===== src/rtl/coproPortPkg.sv =====
package coproPortPkg;

  // Port offsets inside the window; behaviour depends on these two.
  localparam logic [3:0] OFS_CLEAR = 4'h0;
  localparam logic [3:0] OFS_RESET = 4'h1;

  // Strobes from control to datapath, valid for the cycle of a request.
  typedef struct packed {
    logic clrBusy;
    logic pulseReset;
    logic dropIrq;
    logic flagErr;
    logic readOnes;
  } coproStrobes_t;

endpackage


===== src/rtl/coproPortCtrl.sv =====
module coproPortCtrl
  import coproPortPkg::*;
#(
  parameter int ADDR_W = 16,
  parameter logic [ADDR_W-1:0] BASE = 'h00F0
) (
  input  logic              reqValid,
  input  logic              reqWrite,
  input  logic              reqByte,
  input  logic [ADDR_W-1:0] reqAddr,
  output coproStrobes_t     stb
);
  localparam int PAGE_W = ADDR_W - 4;
  localparam logic [PAGE_W-1:0] BASE_PAGE = BASE[ADDR_W-1:4];

  logic       inWindow;
  logic [3:0] offset;
  logic       byteWrite;
  logic       byteRead;
  logic       knownPort;

  always_comb begin
    inWindow  = reqValid && (reqAddr[ADDR_W-1:4] == BASE_PAGE);
    offset    = reqAddr[3:0];
    byteWrite = inWindow && reqByte && reqWrite;
    byteRead  = inWindow && reqByte && !reqWrite;
    knownPort = (offset == OFS_CLEAR) || (offset == OFS_RESET);

    stb.clrBusy    = byteWrite && knownPort;
    stb.pulseReset = byteWrite && (offset == OFS_RESET);
    stb.dropIrq    = byteWrite;
    stb.readOnes   = byteRead;
    stb.flagErr    = inWindow && (!reqByte || !reqWrite || !knownPort);
  end

endmodule


===== src/rtl/coproPortDatapath.sv =====
module coproPortDatapath
  import coproPortPkg::*;
#(
  parameter int DATA_W = 8
) (
  input  logic              clk,
  input  logic              rst,
  input  coproStrobes_t     stb,
  input  logic              busyIn,
  input  logic              errIn,
  output logic              busyOut,
  output logic              irqOut,
  output logic              copReset,
  output logic              unsupErr,
  output logic [DATA_W-1:0] rdData
);
  logic busyQ, busyD;
  logic irqQ, irqD;
  logic errPrev;
  logic errRise;
  logic [DATA_W-1:0] rdD;

  always_comb begin
    errRise = errIn && !errPrev;

    busyD = busyQ;
    if (stb.clrBusy)   busyD = 1'b0;
    else if (busyIn)   busyD = 1'b1;

    irqD = irqQ;
    if (stb.dropIrq)              irqD = 1'b0;
    else if (busyQ && errRise)    irqD = 1'b1;

    rdD = stb.readOnes ? {DATA_W{1'b1}} : '0;
  end

  always_ff @(posedge clk) begin
    if (rst) begin
      busyQ    <= 1'b0;
      irqQ     <= 1'b0;
      errPrev  <= 1'b0;
      copReset <= 1'b0;
      unsupErr <= 1'b0;
      rdData   <= '0;
    end else begin
      busyQ    <= busyD;
      irqQ     <= irqD;
      errPrev  <= errIn;
      copReset <= stb.pulseReset;
      unsupErr <= stb.flagErr;
      rdData   <= rdD;
    end
  end

  assign busyOut = busyQ;
  assign irqOut  = irqQ;

endmodule


===== src/rtl/coproPortDecode.sv =====
module coproPortDecode
  import coproPortPkg::*;
#(
  parameter int ADDR_W = 16,
  parameter int DATA_W = 8,
  parameter logic [ADDR_W-1:0] BASE = 'h00F0
) (
  input  logic              clk,
  input  logic              rst,
  input  logic              reqValid,
  input  logic              reqWrite,
  input  logic              reqByte,
  input  logic [ADDR_W-1:0] reqAddr,
  input  logic              busyIn,
  input  logic              errIn,
  output logic              busyOut,
  output logic              irqOut,
  output logic              copReset,
  output logic              unsupErr,
  output logic [DATA_W-1:0] rdData
);
  coproStrobes_t stb;

  coproPortCtrl #(.ADDR_W(ADDR_W), .BASE(BASE)) ctrl (
    .reqValid (reqValid),
    .reqWrite (reqWrite),
    .reqByte  (reqByte),
    .reqAddr  (reqAddr),
    .stb      (stb)
  );

  coproPortDatapath #(.DATA_W(DATA_W)) dp (
    .clk      (clk),
    .rst      (rst),
    .stb      (stb),
    .busyIn   (busyIn),
    .errIn    (errIn),
    .busyOut  (busyOut),
    .irqOut   (irqOut),
    .copReset (copReset),
    .unsupErr (unsupErr),
    .rdData   (rdData)
  );

endmodule


===== config.mk =====
export PLATFORM = sky130hd
export DESIGN_NAME = coproPortDecode
export DESIGN_NICKNAME = d
export VERILOG_FILES = /design/src/rtl/coproPortPkg.sv /design/src/rtl/coproPortCtrl.sv /design/src/rtl/coproPortDatapath.sv /design/src/rtl/coproPortDecode.sv
export SDC_FILE = /design/constraint.sdc
export NUM_CORES = 1
export LEC_CHECK = 0
export ABC_AREA = 0
export BUFFER_PORTS_ARGS = -buffer_cell sky130_fd_sc_hd__clkbuf_2
export CAP_MARGIN = 20
export CORE_AREA = 2 2 39 41
export CTS_BUF_LIST = sky130_fd_sc_hd__clkbuf_4 sky130_fd_sc_hd__clkbuf_8
export DETAILED_ROUTE_END_ITERATION = 10
export DIE_AREA = 0 0 41 43
export PLACE_DENSITY = 0.59
export SYNTH_ARGS = -nofsm -noshare
export SYNTH_HDL_FRONTEND = slang
export SYNTH_SLANG_ARGS = --single-unit

===== constraint.sdc =====
create_clock -name clk -period 1.3 [get_ports clk]
set_input_delay 0.26 -clock clk [delete_from_list [all_inputs] [get_ports clk]]
set_output_delay 0.26 -clock clk [all_outputs]
set_load 0.1 [all_outputs]

==> impl_metrics.env <==
export IMPL_critPathRequiredTime_ns=1.04
export IMPL_internal_power_w=0.000373
export IMPL_tightestPinTransition_ns=0.450
export IMPL_synthArstFlopShare_pct=0
export IMPL_postCtsResizedCells=0
export IMPL_synthTopCellsByArea="dfxtp_1 (41%), buf_4 (18%), and4bb_2 (4.3%), nor4_2 (4.3%), and4b_1 (3.4%)"
export IMPL_core_sq_um=1380
export IMPL_r2r_end="dp.irqOut"
export IMPL_yosysMostFrequentCell="buf_4"
export IMPL_wl_met3_um=121
export IMPL_clock_sinks=6
export IMPL_period_share_pct=92.9
export IMPL_synth_ff_type="dfxtp_1"
export IMPL_rows=14
export IMPL_power_leakage_nw=0.295
export IMPL_wl_met2_um=354
export IMPL_ys_warn_count=0
export IMPL_drc=0
export IMPL_slew_limit_headroom_pct=69.7
export IMPL_worstSkewPairLatency_ns=0.24
export IMPL_cts_root_buf="clkbuf_4"
export IMPL_synth_xor_area_share_pct=0
export IMPL_final_area_sq_um=647
export IMPL_arrival_ns=0.95
export IMPL_grt_max_degree=9
export IMPL_synth_enable_flop_cells=0
export IMPL_min_path_type="in -> reg"
export IMPL_finalHoldViolCount=0
export IMPL_ant_nets=0
export IMPL_clockPowerShare_pct=42.4
export IMPL_top_layer="met4"
export IMPL_worst_path_max_delay_cell="dfxtp_4"
export IMPL_fillers=125
export IMPL_die_w_um=41
export IMPL_synth_top_area_share_pct=41.0
export IMPL_whs_path_depth=2
export IMPL_syn_area_sq_um=293
export IMPL_synth_adder_area_share_pct=0
export IMPL_crit_type="reg -> out"
export IMPL_yosys_register_bits=6
export IMPL_fp_dieH_um=43
export IMPL_grt_total_usage_pct=10.5
export IMPL_drt_wirelength_per_cell_um=9.58
export IMPL_synthMuxAreaShare_pct=0
export IMPL_comb_power_share_pct=19.1
export IMPL_maxSlewViolCount=0
export IMPL_cp_depth=1
export IMPL_synth_seq_area_share_pct=41.0
export IMPL_synth_cells=30
export IMPL_finClkSkew_ns=0.0000728
export IMPL_worst_path_buf_inv=1
export IMPL_start_util_pct=21.2
export IMPL_io_pins=35
export IMPL_max_stage_delay_ns=0.48
export IMPL_rrSetupSlack_ns=0.53
export IMPL_nNetsFinal=85
export IMPL_fin_tns_setup_ns=0
export IMPL_grt_overflow=0
export IMPL_critPathCaptureType="output pin"
export IMPL_drive_gt1_share_pct=70.5
export IMPL_cts_setup_buffers=0
export IMPL_max_freq_mhz=828
export IMPL_antenna_found_initial=0
export IMPL_firstDrtPassIters=1
export IMPL_maxCapViolCount=0
export IMPL_yosys_area_top_type="dfxtp_1"
export IMPL_swShare_pct=25.8
export IMPL_cts_clk_slew_worst_paths_ns=0.05
export IMPL_status="completed"
export IMPL_cp_startpoint="dp.rdData[6]"
export IMPL_cp_endpoint="rdData[6]"
export IMPL_via_per_inst=4.49
export IMPL_totalWireLength_um=738
export IMPL_crit_family="flip-flops"
export IMPL_synth_area_per_cell_sq_um=9.76
export IMPL_synth_fp_nets=53
export IMPL_rr_startpoint="dp.busyOut"
export IMPL_vias=346
export IMPL_cp_start_kind="flop"
export IMPL_cts_buffers=3
export IMPL_power_density_nw_per_um2=777
export IMPL_drt_met1_wl_um=251
export IMPL_cts_tree="built"
export IMPL_num_antenna_cells=0
export IMPL_cp_cell_sequence="buf_12"
export IMPL_yosysUniqueCellTypes=18
export IMPL_hpwlAfterDp_um=663
export IMPL_switchingPower_w=0.000129
export IMPL_vdd_drop_max_uv=332
export IMPL_place_area_sq_um=617
export IMPL_setup_viol=0
export IMPL_synth_top_family_by_area="simple AND/OR/NAND/NOR gates"
export IMPL_gp_congestion=0.702
export IMPL_grt_pass1_vias=324
export IMPL_rr_worst_depth=2
export IMPL_htree_levels=1
export IMPL_port_buffers=34
export IMPL_die_area_sq_um=1760
export IMPL_synth_compound_area_share_pct=7.69
export IMPL_cp_max_fo=8
export IMPL_area_growth_pct=121
export IMPL_postCtsHoldBufs=0
export IMPL_grt_pass1_wl_mm=1.15
export IMPL_rsz0062_at_grt="no"
export IMPL_clk_path_buf_depth=2
export IMPL_synth_common_cells="buf_4 (7), dfxtp_1 (6), nor2_1 (2)"
export IMPL_pwr_share_seq_pct=38.6
export IMPL_min_period_ns=1.21
export IMPL_synthSimpleGateAreaFrac_pct=32.1
export IMPL_drt_iter0_markers=0
[cells by family after synthesis]
group | count (synthesis)
AO/OA/AOI/OAI | 3
AND/OR/NAND/NOR | 13
buffers and inverters | 8
flip-flops | 6
[per-layer routing]
| metal | track usage (%) | vias up |
|---|---|---|
| met5 | 0 | - |
| met4 | 12.0 | 0 |
| met3 | 3.66 | 2 |
| met2 | 15.9 | 33 |
| met1 | 9.06 | 145 |
| li1 | - | 166 |
[flip-flops by register name (all words and copies together), names as in the netlist]
signal       cells
dp.busyOut       1
dp.copReset      1
dp.errPrev       1
dp.irqOut        1
dp.rdData        1
dp.unsupErr      1
[cell type report]
cell class,instances,area [sq um],share of cell area [%]
inverter,1,3.75,0.580
timing repair buffer,34,350,54.2
clock buffer,4,30.0,4.64
sequential,6,126,19.5
tap,16,20.0,3.09
multi-input combinational,16,116,18.0
[worst min-delay path by stage]
| stage | slack [ns] | to | start |
|---|---|---|---|
| floorplan | 0.32 | dp.irqOut | rst |
| global placement | 0.47 | dp.rdData[6] | reqWrite |
| detailed placement | 0.47 | dp.rdData[6] | reqWrite |
| CTS | 0.20 | dp.rdData[6] | reqWrite |
| global route | 0.21 | dp.rdData[6] | reqWrite |
| finish | 0.21 | dp.rdData[6] | reqWrite |
[cell usage in the layout (no fill, tap or decap), drive strengths merged]
cell    instances
and4b           1
dfxtp           6
nor3            1
nor2b           1
clkbuf         26
nor2            2
nand4           1
inv             1
nor4b           1
a31oi           1
a311oi          1
and4bb          1
and3            1
nand2           1
and4            1
nor4            2
buf            12
a211oi          1
[metrics by stage]
stage / instances / utilization [%] / setup slack, ns / hold WS [ns] / total power (W)
4_1_cts: 77 / 46.7 / 0.0812 / 0.202 / 0.000508
3_3_place_gp: 73 / 44.6 / 0.137 / 0.469 / 0.000293
6_report: 77 / 46.7 / 0.0927 / 0.209 / 0.000502
5_1_grt: 77 / 46.7 / 0.0697 / 0.212 / 0.000518
2_1_floorplan: 30 / - / 0.131 / 0.325 / 0.000237
3_5_place_dp: 73 / 44.6 / 0.110 / 0.467 / 0.000294
[power by group through the flow]
stage	sequential (W)	clock (W)	combinational (W)
global placement	0.000197	0	0.0000957
detailed placement	0.000198	0	0.0000966
finish	0.000194	0.000213	0.0000958
CTS	0.000194	0.000217	0.0000968
global route	0.000194	0.000221	0.000103
floorplan	0.000224	0	0.0000128
(Power assumes the default switching activity.)
